$ cat src/rtl/irq_sel_pkg.sv
package irq_sel_pkg;

   typedef enum logic [1:0] {
      LVL_USER  = 2'd0,
      LVL_SUPER = 2'd1,
      LVL_RSVD  = 2'd2,
      LVL_MACH  = 2'd3
   } lvl_e;

   // Reserved level folds onto user level.
   function automatic lvl_e fold_level(input logic [1:0] raw);
      lvl_e l;
      l = lvl_e'(raw);
      if (l == LVL_RSVD) l = LVL_USER;
      return l;
   endfunction

endpackage

$ cat src/rtl/irq_gate.sv
module irq_gate
   import irq_sel_pkg::*;
#(
   parameter int NUM_IRQ = 64
) (
   input  logic [NUM_IRQ-1:0] pend_i,
   input  logic [NUM_IRQ-1:0] en_i,
   input  logic [NUM_IRQ-1:0] deleg_i,
   input  logic [1:0]         priv_i,
   input  logic               m_gie_i,
   input  logic               s_gie_i,
   output logic [NUM_IRQ-1:0] ready_o
);

   lvl_e lvl;
   logic m_open;
   logic s_open;
   logic [NUM_IRQ-1:0] cand;

   always_comb begin
      lvl    = fold_level(priv_i);
      m_open = (lvl != LVL_MACH) || m_gie_i;
      s_open = (lvl == LVL_USER) || ((lvl == LVL_SUPER) && s_gie_i);
   end

   assign cand = pend_i & en_i;

   for (genvar g = 0; g < NUM_IRQ; g++) begin : g_bit
      assign ready_o[g] = cand[g] & (deleg_i[g] ? s_open : m_open);
   end

endmodule

$ cat src/rtl/irq_lsb_pick.sv
module irq_lsb_pick #(
   parameter int NUM_IRQ = 64,
   parameter int IDX_W   = 6
) (
   input  logic [NUM_IRQ-1:0] vec_i,
   output logic               hit_o,
   output logic [IDX_W-1:0]   idx_o
);

   always_comb begin
      idx_o = '0;
      for (int i = NUM_IRQ - 1; i >= 0; i--) begin
         if (vec_i[i]) idx_o = IDX_W'(i);
      end
   end

   assign hit_o = |vec_i;

endmodule

$ cat src/rtl/irq_out_stage.sv
module irq_out_stage #(
   parameter int W      = 7,
   parameter int STAGES = 1
) (
   input  logic         clk,
   input  logic         rst_n,
   input  logic [W-1:0] d_i,
   output logic [W-1:0] q_o
);

   if (STAGES == 0) begin : g_comb
      assign q_o = d_i;
   end else begin : g_reg
      logic [W-1:0] q_r;
      always_ff @(posedge clk or negedge rst_n) begin
         if (!rst_n) q_r <= '0;
         else        q_r <= d_i;
      end
      assign q_o = q_r;
   end

endmodule

$ cat src/rtl/irq_select_top.sv
module irq_select_top #(
   parameter int NUM_IRQ    = 64,
   parameter int OUT_STAGES = 1
) (
   input  logic                       clk,
   input  logic                       rst_n,
   input  logic [NUM_IRQ-1:0]         pend_i,
   input  logic [NUM_IRQ-1:0]         en_i,
   input  logic [NUM_IRQ-1:0]         deleg_i,
   input  logic [1:0]                 priv_i,
   input  logic                       m_gie_i,
   input  logic                       s_gie_i,
   output logic                       take_o,
   output logic [$clog2(NUM_IRQ)-1:0] cause_o
);

   localparam int CAUSE_W = $clog2(NUM_IRQ);
   localparam int PKT_W   = CAUSE_W + 1;

   if (NUM_IRQ < 2 || NUM_IRQ > 1024) begin : g_bad_num
      $error("irq_select_top: NUM_IRQ out of range");
   end
   if (OUT_STAGES != 0 && OUT_STAGES != 1) begin : g_bad_stage
      $error("irq_select_top: OUT_STAGES must be 0 or 1");
   end

   logic [NUM_IRQ-1:0] ready;
   logic               hit;
   logic [CAUSE_W-1:0] idx;
   logic [PKT_W-1:0]   pkt_d;
   logic [PKT_W-1:0]   pkt_q;

   irq_gate #(.NUM_IRQ(NUM_IRQ)) u_gate (
      .pend_i  (pend_i),
      .en_i    (en_i),
      .deleg_i (deleg_i),
      .priv_i  (priv_i),
      .m_gie_i (m_gie_i),
      .s_gie_i (s_gie_i),
      .ready_o (ready)
   );

   irq_lsb_pick #(.NUM_IRQ(NUM_IRQ), .IDX_W(CAUSE_W)) u_pick (
      .vec_i (ready),
      .hit_o (hit),
      .idx_o (idx)
   );

   assign pkt_d = {hit, idx};

   irq_out_stage #(.W(PKT_W), .STAGES(OUT_STAGES)) u_out (
      .clk   (clk),
      .rst_n (rst_n),
      .d_i   (pkt_d),
      .q_o   (pkt_q)
   );

   assign take_o  = pkt_q[PKT_W-1];
   assign cause_o = pkt_q[CAUSE_W-1:0];

endmodule

$ cat config.mk
export PLATFORM = sky130hd
export DESIGN_NAME = irq_select_top
export DESIGN_NICKNAME = d
export VERILOG_FILES = /design/src/rtl/irq_sel_pkg.sv /design/src/rtl/irq_gate.sv /design/src/rtl/irq_lsb_pick.sv /design/src/rtl/irq_out_stage.sv /design/src/rtl/irq_select_top.sv
export SDC_FILE = /design/constraint.sdc
export NUM_CORES = 1
export LEC_CHECK = 0
export ABC_AREA = 1
export BUFFER_PORTS_ARGS = -buffer_cell sky130_fd_sc_hd__buf_2
export CAP_MARGIN = 20
export CORE_UTILIZATION = 43
export DETAILED_ROUTE_END_ITERATION = 16
export PLACE_DENSITY = 0.83
export SYNTH_ARGS = -nofsm -noshare
export SYNTH_HDL_FRONTEND = slang
export SYNTH_HIERARCHICAL = 1
export SYNTH_SLANG_ARGS = --single-unit
$ cat constraint.sdc
create_clock -name clk -period 0.8 [get_ports clk]
set_clock_uncertainty 0.15 [all_clocks]
set_input_delay 0.08 -clock clk [delete_from_list [all_inputs] [get_ports clk]]
set_output_delay 0.08 -clock clk [all_outputs]
set_load 0.01 [all_outputs]
Yosys cells after proc, flatten, opt, wreduce, memory -nomap -nowiden
Cells that the tools add are included.
- eq/ne operators: 3
- mux-type cells: 129
- bitwise logic cells: 65
- reductions and logical operators: 5
- operators by type and width (cell ; number):
    6-bit 2-to-1 mux ; 64
    1-bit AND ; 64
    64-bit AND ; 1
    1-bit 2-to-1 mux ; 64
    64-bit OR reduction ; 1
    2-bit by 1-bit equality test with 1-bit output, second input constant ; 1
    2-bit equality test, second input constant ; 1
    2-bit logical NOT ; 1
    1-bit logical OR ; 2
    2-bit 2-to-1 mux ; 1
    2-bit != test, second input constant ; 1
    1-bit logical AND ; 1
- flip-flop bits (word level): 7
- input port bits: 198
- output and inout bits: 7
- word-level logic and storage cells: 203

Longest topological paths before layout
Gate-level depths: netlist of the first run.
- depth in word-level cells: 71
- gate-level depth with buffers: 69
- gate-level depth less buffers: 68

By module
Netlist of the first run, hierarchy kept.
- modules (own cells, without submodules) (module ; times used ; cells each ; area each (µm²)):
    irq_gate ; 1 ; 407 ; 1786.7
    irq_lsb_pick ; 1 ; 235 ; 1024.7
    irq_out_stage ; 1 ; 7 ; 175.2

Least setup slack after synthesis of the first run
OpenSTA, ideal clock, no wires.
- kind: input port to flip-flop
- start: input m_gie_i
- end: register u_out.g_reg.q_r[0], in the netlist u_out/q_o[0]
- setup time: 0.126 ns
- arrival time: 3.284 ns
- required time: 0.524 ns
- path slack: -2.760 ns
- stages on the path: 64
- path buffers: 2
- cell sequence: nand3b_1 > buf_6 > buf_8 > nor2_1 > nor2_1 > bufinv_8 > nand2_1 > nand2_1 > nand2_1 > nand2_1 > nand2_1 > nand2_1 > nand2_1 > nand2_1 > nand2_1 > nand2_1 > nand2_1 > nand2_1 > [... 28 more ...] > nand2_1 > nand2_1 > nand2_1 > nand2_1 > nand2_1 > nand2_1 > nand2_1 > nand2_1 > nand2_1 > nand2_1 > nand2_1 > nand2_1 > nand2_1 > nand2_1 > nand2_1 > nand2_1 > nand2_1 > a21oi_2
- elaborated cells on any way between the ends: 193
- classes of those cells: mux: 128; bitwise: 64; reduce/logical: 1
- RTL lines (item ; RTL line ; text):
    start, declared ; irq_select_top.sv:11 ; input logic m_gie_i,
    1-bit logical OR ; irq_gate.sv:22 ; m_open = (lvl != LVL_MACH) || m_gie_i;
    1-bit 2-to-1 mux ; irq_gate.sv:29 ; assign ready_o[g] = cand[g] & (deleg_i[g] ? s_open : m_open);
    1-bit AND ; irq_gate.sv:29 ;
    net ready[58] ; irq_select_top.sv:27 ; logic [NUM_IRQ-1:0] ready;
    6-bit 2-to-1 mux (59 in series) ; irq_lsb_pick.sv:13 ; if (vec_i[i]) idx_o = IDX_W'(i);
    net idx[0] ; irq_select_top.sv:29 ; logic [CAUSE_W-1:0] idx;
    end signal, assigned ; irq_out_stage.sv:17 ; else q_r <= d_i;
    end, declared ; irq_out_stage.sv:14 ; logic [W-1:0] q_r;
The timed path passes the listed nets, and every way through them passes these cells.

Worst setup path after layout of the first run
- start: input priv_i[0]
- end: register u_out.g_reg.q_r[0], in the netlist u_out/q_o[0]
- elaborated cells on any way between the ends: 200
- classes of those cells: eq/ne: 3; mux: 129; bitwise: 64; reduce/logical: 4
- RTL lines (item ; RTL line ; text):
    start, declared ; irq_select_top.sv:10 ; input logic [1:0] priv_i,
    2-bit equality test ; irq_sel_pkg.sv:14 ; if (l == LVL_RSVD) l = LVL_USER;
    2-bit 2-to-1 mux (*) ; irq_sel_pkg.sv:14 ;
    2-bit by 1-bit equality test with 1-bit output ; irq_gate.sv:23 ; s_open = (lvl == LVL_USER) || ((lvl == LVL_SUPER) && s_gie_i);
    1-bit logical AND ; irq_gate.sv:23 ;
    1-bit logical OR ; irq_gate.sv:23 ;
    1-bit 2-to-1 mux (*) ; irq_gate.sv:29 ;
    1-bit AND (*) ; irq_gate.sv:29 ;
    net ready[57] ; irq_select_top.sv:27 ;
    6-bit 2-to-1 mux (*) (58 in series) ; irq_lsb_pick.sv:13 ;
    net idx[0] ; irq_select_top.sv:29 ;
The timed path passes the listed nets; every way through them passes the cells marked *.

==> results by stage, run 1 <==
Synth:
- The adder and majority gate portion of the synthesized area is 0.
- The synthesized-area fraction occupied by ao, oa, aoi and oai cells is 0.0256.
- The per-instance average area after synthesis is 4.60 um2.
- Summed over all instances, the cell type with the most area after synthesis is sky130_fd_sc_hd__nand2_1.
- After synthesis, the share of cell area in mux cells is 0.
- Synthesis instantiated 23 different standard cells from the library.
- The total of warnings raised by yosys is 6.
- The area share of the largest cell type after synthesis is 0.287.
- After synthesis, the largest family of logic cells by area is simple AND/OR/NAND/NOR gates.
- The summed instance area of the synthesized netlist is 0.00299 mm2.
- Of the synthesized area, sequential elements account for 0.0587.
- Synthesis produced a netlist with a net count of 847.
- Ranked by total cell area, the synthesized netlist is headed by sky130_fd_sc_hd__nand2_1 (29%), sky130_fd_sc_hd__nor2_1 (22%), sky130_fd_sc_hd__inv_1 (16%).
- Of the total synthesized cell area, the portion taken by AND, OR, NAND and NOR gates is 0.634.
- The share of the synthesized netlist area taken by xor and xnor gates is 0.
- After technology mapping, the gate count stands at 649.
- The flip-flop and latch count after synthesis is 7.

Die:
- The boundary pin count is 205.
- The region available for standard cell placement spans 0.00676 mm2.
- The die covers 0.00728 mm2.
- The starting utilization of the core area is 0.442.
- The die is 85.3 um wide.
- The die is 85.3 um tall.
- The number of standard-cell rows in the floorplan is 30.

Timing:
- The share of the clock period used by the worst path after layout is 4.70.
- The worst setup slack after layout is -2.96 ns.
- The final-layout setup total negative slack is -12.88 ns.
- The number of endpoints with negative hold slack in the final report came to 0.
- The number of setup violations in the final report is 14.
- Setup repair after global routing could not meet its margin everywhere.
- The normalized max-slew margin is 0.783.
- The highest achievable clock rate is 266 MHz.
- The max-slew violation count is 0.
- The final critical delay including setup and external delays is 3.76 ns.
- The actual transition at the worst max-transition pin is 0.326 ns.
- The final worst hold slack is 0.0976 ns.

Power:
- The analysis attributes to net switching a power of 1.35 mW.
- The overall power of the completed layout is 3.37 mW.
- The share of total power dissipated in combinational logic is 0.733.
- For this design the static power due to leakage is 3.23 nW.
- The total power per unit cell area is 712 mW/mm2.
- Of the total power, registers draw 0.119.
- The peak supply drop is 344 uV.
- The portion of total power attributed to the clock network is 0.148.
- Cell internal power was estimated by the tool at 2.02 mW.
- Of the total power, the share spent switching nets is 0.401.

Run status:
- The final reports fail on setup timing.
- The run finished, with violations left.

Routing:
- For this block, the initial DRC count from the detailed router was 127.
- The detail route stage leaves a number of antenna-violating nets equal to 0.
- The total via count in the routed design is 4448.
- The wire length per cell is 8.86 um.
- The detailed-route DRC error count is 0.
- The total length of routed wires is 8.86 mm.
- The number of iterations in the first detailed-routing pass is 4.
- Dividing the detail-routed via count by the number of cells gives 4.45.

Place:
- During placement, the flow inserted port buffers numbering 204.
- Summing all placed instances gives a cell area of 0.00446 mm2.
- The number of placed instances, taps included, is 988.
- Before CTS, the worst setup slack after placement is -3.16 ns.
- Summed over all nets, the half-perimeter wirelength after detailed placement is 6.95 mm.
- The global placement routability congestion is 0.833.

Critical path:
- The dominant cell type by count on the critical path is sky130_fd_sc_hd__nand2_1.
- In this run the worst path has a maximum fanout of 7.
- The critical path is of the input pin to flop type.
- The critical path required time is 0.81 ns.
- The number of buffers and inverters on the critical path is 4.
- The cell family contributing the most delay on the critical path is simple AND/OR/NAND/NOR gates.
- The delay of the slowest cell on the worst path is 0.20 ns.
- The startpoint class of the critical path is an input pin.
- At the worst endpoint, the arrival time is 3.77 ns.
- On the critical path, the stage with the largest delay is an instance of sky130_fd_sc_hd__bufinv_8.
- The worst setup path is captured at a flop.

Global routing:
- The number of global-route vias before repair is 3722.
- The initial antenna violation count was 0.
- For this run, the total global-route usage over all layers was measured as 0.232.
- The wire length of the first global-routing pass is 14.2 mm.
- Global routing finished with a remaining overflow of 0.
- Entering global routing, the biggest net connects 44 pins.

Layout:
- The most common library cell in the layout ignoring fill and taps is sky130_fd_sc_hd__nand2_1.
- The number of fillers in the final layout is 628.
- In the layout the commonest cells are sky130_fd_sc_hd__nand2_1 (228), sky130_fd_sc_hd__buf_2 (201), sky130_fd_sc_hd__nor2_1 (146), sky130_fd_sc_hd__inv_1 (123), sky130_fd_sc_hd__buf_4 (73).
- The core occupancy in the finished layout is 0.701.
- Of the cells placed in the final design, the portion with a size suffix greater than 1 is 0.362.
- The antenna diode count is 0.
- For this run, the number of standard cells in the final layout without fillers is 1000.
- The register with the most flip-flops in the layout has 7 of them.
- Compared with the post-synthesis result, the final layout area differs by 58.5%.
- The total number of nets in the final design is 1119.
- The final instance area is 0.00473 mm2.

CTS:
- TritonCTS built the clock tree.
- Clock-pin slew was measured on the worst setup and hold paths at 0.04 ns.
- The TritonCTS sink count is 7.
- The master cell of the clock root buffer is sky130_fd_sc_hd__clkbuf_8.
- In this run the number of H-tree levels came out at 1.
- No sink is reached through more buffers than the 2 on the longest clock path.
- Buffers inserted during clock tree synthesis total 3.

Flow run:
- The number of maximum-capacitance violations is 0.

Worst hold path:
- The class of the tightest hold or removal check is input pin to asynchronous set/reset pin.
## cell families after synthesis
logic type             Yosys count
buffers and inverters          154
AND/OR/NAND/NOR                476
flip-flops                       7
AO/OA/AOI/OAI                   12
## final cells by class
| cell class | instances | area (um2) | share of cell area |
|---|---|---|---|
| tap | 80 | 100 | 0.0211 |
| timing repair buffer | 286 | 1720 | 0.363 |
| inverter | 134 | 602 | 0.127 |
| clock buffer | 4 | 45.0 | 0.00951 |
| multi-input combinational | 489 | 2090 | 0.442 |
| sequential | 7 | 175 | 0.0370 |
## metal layers
| metal | vias to the layer above | routed length, um | global-route usage |
|---|---|---|---|
| met5 | - | 0 | 0 |
| met4 | 0 | 55 | 0.0439 |
| met3 | 6 | 478 | 0.0175 |
| met2 | 135 | 4600 | 0.480 |
| met1 | 1870 | 3730 | 0.254 |
| li1 | 2437 | - | - |
## final timing paths
| kind | from | to | slack (ns) | cells after the start |
|---|---|---|---|---|
| worst max-delay path | priv_i[0] | u_out/q_o[0] | -2.96 | 64 |
| worst min-delay path | rst_n | u_out/q_o[5] | 0.1 | 2 |
| max in group asynchronous | rst_n | u_out/q_o[1] | 0.24 | 2 |
| min in group clk | deleg_i[2] | u_out/q_o[1] | 0.17 | 5 |
## cells in the mapped netlist
cell type	number
sky130_fd_sc_hd__a211oi_1	1
sky130_fd_sc_hd__a21oi_1	4
sky130_fd_sc_hd__nand2_1	228
sky130_fd_sc_hd__a31oi_1	1
sky130_fd_sc_hd__bufinv_8	7
sky130_fd_sc_hd__nor3_1	2
sky130_fd_sc_hd__nand3b_1	1
sky130_fd_sc_hd__inv_2	3
sky130_fd_sc_hd__inv_1	124
sky130_fd_sc_hd__o21bai_1	1
sky130_fd_sc_hd__buf_8	6
sky130_fd_sc_hd__buf_6	11
sky130_fd_sc_hd__nor2_1	172
sky130_fd_sc_hd__buf_4	2
sky130_fd_sc_hd__a21oi_2	1
sky130_fd_sc_hd__o31ai_1	1
sky130_fd_sc_hd__nand3_1	70
sky130_fd_sc_hd__clkbuf_8	1
sky130_fd_sc_hd__o21ai_0	2
sky130_fd_sc_hd__nor4_1	2
sky130_fd_sc_hd__a311oi_1	1
sky130_fd_sc_hd__dfrtp_1	7
sky130_fd_sc_hd__nand2_4	1
## what timing repair did
| action | 4_1_cts | 5_1_grt |
|---|---|---|
| setup buffers | 2 | 4 |
| pin swaps | 5 | 4 |
| resized for setup | 21 | 31 |
| hold buffers | 1 | 0 |
| gates cloned | 1 | 0 |
| hold endpoints to repair | 7 | 0 |
| endpoints found under the setup margin | 14 | 14 |
## power groups by stage
stage | sequential, mW | clock, mW | combinational, mW
3_5_place_dp | 0.400 | 0 | 2.29
5_1_grt | 0.401 | 0.535 | 2.79
6_report | 0.400 | 0.499 | 2.47
3_3_place_gp | 0.402 | 0 | 2.26
4_1_cts | 0.397 | 0.503 | 2.38
2_1_floorplan | 0.416 | 0 | 1.25
(Power assumes the default switching activity.)
==> run 2, diff against run 1 <==
--- a/config.mk
+++ b/config.mk
@@ -10,8 +10,10 @@
 export CAP_MARGIN = 20
 export CORE_UTILIZATION = 43
 export DETAILED_ROUTE_END_ITERATION = 16
+export GPL_TIMING_DRIVEN = 0
 export PLACE_DENSITY = 0.83
 export SYNTH_ARGS = -nofsm -noshare
 export SYNTH_HDL_FRONTEND = slang
 export SYNTH_HIERARCHICAL = 1
 export SYNTH_SLANG_ARGS = --single-unit
+export TNS_END_PERCENT = 1
==> results by stage, run 2 (synthesized netlist as in run 1, its figures left out) <==
Place:
- The detailed-placement wirelength estimate is 7.27 mm (+4.7%).
- The cell count after placement is 933 (-5.6%).
- The global placement routability congestion is 0.793 (-4.8%).
- The count of input and output buffers was 204 (unchanged).

Routing:
- The wire length per cell is 9.34 um (+5.4%).
- The number of iterations in the first detailed-routing pass is 6 (+2).
- The vias per cell is 4.52 (+1.6%).
- The number of design-rule violations left by the first detailed-router iteration is 158 (+24%).
- The detailed-route DRC error count is 0 (unchanged).
- The final antenna-violating net count was 0 (unchanged).
- The total length of routed wires was 8.83 mm (-0.37%).
- The total via count in the routed design is 4271 (-4.0%).

Global routing:
- The number of global-route vias before repair came to 3824 (+2.7%).
- The initial antenna violation count is 0 (unchanged).
- The total overflow reported by the global router is 0 (unchanged).
- The aggregate global-route resource usage was 0.243 (+0.0116).
- The wire length of the first global-routing pass is 14.8 mm (+4.1%).
- The largest net degree at the start of global routing is 11 (-75%).

Flow run:
- The number of maximum-capacitance violations is 0 (unchanged).

Die:
- The boundary pin count is 205 (unchanged).
- The overall die height is 85.3 um (unchanged).
- The area of the core was 0.00676 mm2 (unchanged).
- The width of the chip is 85.3 um (unchanged).
- The area of the die is 0.00728 mm2 (unchanged).
- The starting utilization of the core area is 0.442 (unchanged).
- The number of standard-cell rows in the floorplan is 30 (unchanged).

CTS:
- The clock buffer count from CTS is 3 (unchanged).
- The TritonCTS clock tree is built.
- The TritonCTS sink count came to 7 (unchanged).
- The master cell of the clock root buffer is sky130_fd_sc_hd__clkbuf_8.
- The clock-pin transition on the worst setup and hold timing paths was 0.04 ns (about the same).
- The maximum root-to-sink buffer count came to 2 (unchanged).
- The maximum level of the CTS H-tree came to 1 (unchanged).

Timing:
- The actual transition at the worst max-transition pin is 0.466 ns (+0.140 ns).
- The final critical delay including setup and external delays is 3.80 ns (+0.0426 ns).
- Setup repair after global routing could not meet its margin everywhere.
- The number of setup violations in the final report came to 14 (unchanged).
- The number of endpoints with negative hold slack in the final report is 0 (unchanged).
- The worst setup slack after layout is -3.00 ns (-0.0426 ns).
- The share of the clock period used by the worst path after layout is 4.76 (+0.0532).
- The highest achievable clock rate is 263 MHz (-1.1%).
- The normalized max-slew margin is 0.687 (-0.0961).
- The max-slew violation count is 0 (unchanged).

Critical path:
- STA classifies the critical path startpoint as an input pin.
- The largest fanout on the critical path is 9 (+2).
- Among the stages of the critical path, the cell type that occurs most often is sky130_fd_sc_hd__nand2_1.
- The delay of the slowest cell on the worst path is 0.16 ns (-0.04 ns).
- The arrival time at the worst endpoint is 3.82 ns (+0.05 ns).
- The type of element capturing the critical path is a flop.
- The critical path required time came to 0.81 ns (about the same).
- The worst setup path is of the input pin to flop kind.
- The slowest stage of the critical path is the sky130_fd_sc_hd__nand3b_1 cell.

Power:
- The total power per unit cell area came to 706 mW/mm2 (-0.81%).
- The peak supply drop was 382 uV (+11%).
- The static leakage power is 2.96 nW (-8.2%).

Layout:
- Leaving out fill and tap cells, the most frequent cell in the layout is sky130_fd_sc_hd__nand2_1.
- The total number of nets in the final design is 1064 (-4.9%).
- The core occupancy in the finished layout is 0.632 (-0.0683).
- The multi-input gate area in the final layout is 0.00200 mm2 (-4.4%).
- The number of flip-flops under the largest register name is 7 (unchanged).
- The antenna diode count was 0 (unchanged).
- The area overhead of the layout relative to synthesis is 43.1%.
- The number of fillers in the final layout is 675 (+7.5%).
- The fraction of layout cells with a size suffix above 1 was 0.298 (-0.0637).
- The final non-filler cell total is 945 (-5.5%).
- The register area is 175 um2 (unchanged).
- The library cells used most frequently in the layout, excluding fill and tap cells, are sky130_fd_sc_hd__nand2_1 (228), sky130_fd_sc_hd__buf_2 (202), sky130_fd_sc_hd__nor2_1 (163), sky130_fd_sc_hd__inv_1 (123), sky130_fd_sc_hd__nand3_1 (68).

Worst hold path:
- The class of the tightest hold or removal check is input pin to asynchronous set/reset pin.

Run status:
- The final reports fail on setup timing.
- The run finished, with violations left.
run 2: cell count changes in the layout (fill, tap and decap cells not counted), sizes merged:
cell and delta:
buf -55, clkbuf +1, nand2 -1
run 2: timing repair:
| action | in CTS | in global routing |
|---|---|---|
| buffers inserted | 7 | 0 |
| hold buffers | 1 | 0 |
| gates resized for setup | 10 | 6 |
| pin swaps | 4 | 1 |
| endpoints found under the setup margin | 14 | 14 |
| hold endpoints to repair | 7 | 0 |
run 2: worst max path at each step:
stage,startpoint,to,slack (ns),cells past startpoint
after floorplan,m_gie_i,u_out/q_o[0],-2.75,68
after global routing,m_gie_i,u_out/q_o[0],-3.64,69
after CTS,m_gie_i,u_out/q_o[0],-3.01,69
after global placement,priv_i[1],u_out/q_o[0],-3.28,70
final,m_gie_i,u_out/q_o[0],-3.00,67
after detailed placement,priv_i[1],u_out/q_o[0],-3.35,70
run 2: layer usage:
metal  share of wire  vias up  track usage
met5               0        -            0
met4           0.012        0       0.0515
met3           0.059       10       0.0175
met2            0.52      149        0.507
met1            0.41     1790        0.263
li1                -     2322            -
run 2: metrics by stage:
| stage | power, mW | hold WS, ns | instance area [um2] | setup TNS [ns] | setup slack (ns) |
|---|---|---|---|---|---|
| after CTS | 3.02 | 0.0677 | 4260 | -11.81 | -3.01 |
| after detailed placement | 2.44 | -0.217 | 4110 | -12.23 | -3.35 |
| after floorplan | 1.67 | -0.366 | 2990 | -9.29 | -2.75 |
| final | 3.02 | 0.0666 | 4270 | -11.82 | -3.00 |
| after global placement | 2.39 | -0.227 | 4110 | -11.93 | -3.28 |
| after global routing | 3.35 | 0.0945 | 4270 | -13.89 | -3.64 |
run 2: final cells by class:
class / count / share of cell area
multi-input combinational: 488 / 0.469
inverter: 134 / 0.140
clock buffer: 4 / 0.0105
buffer: 20 / 0.0597
timing repair buffer: 212 / 0.257
tap: 80 / 0.0234
sequential: 7 / 0.0410
run 2: report_power, final:
| group | switching (mW) | total (mW) | leakage [nW] | internal (mW) |
|---|---|---|---|---|
| combinational | 1.10 | 2.11 | 2.85 | 1.01 |
| clock | 0.165 | 0.511 | 0.0228 | 0.346 |
| sequential | 0.00851 | 0.395 | 0.0866 | 0.386 |
| total | 1.27 | 3.02 | 2.96 | 1.74 |
run 2: worst max-delay path, delay by kind of cell:
kind / cells / cell delay, ns
buffers and inverters: 4 / 0.42
AOI/OAI and AO/OA: 1 / 0.10
and+or+nand+nor: 62 / 3.20
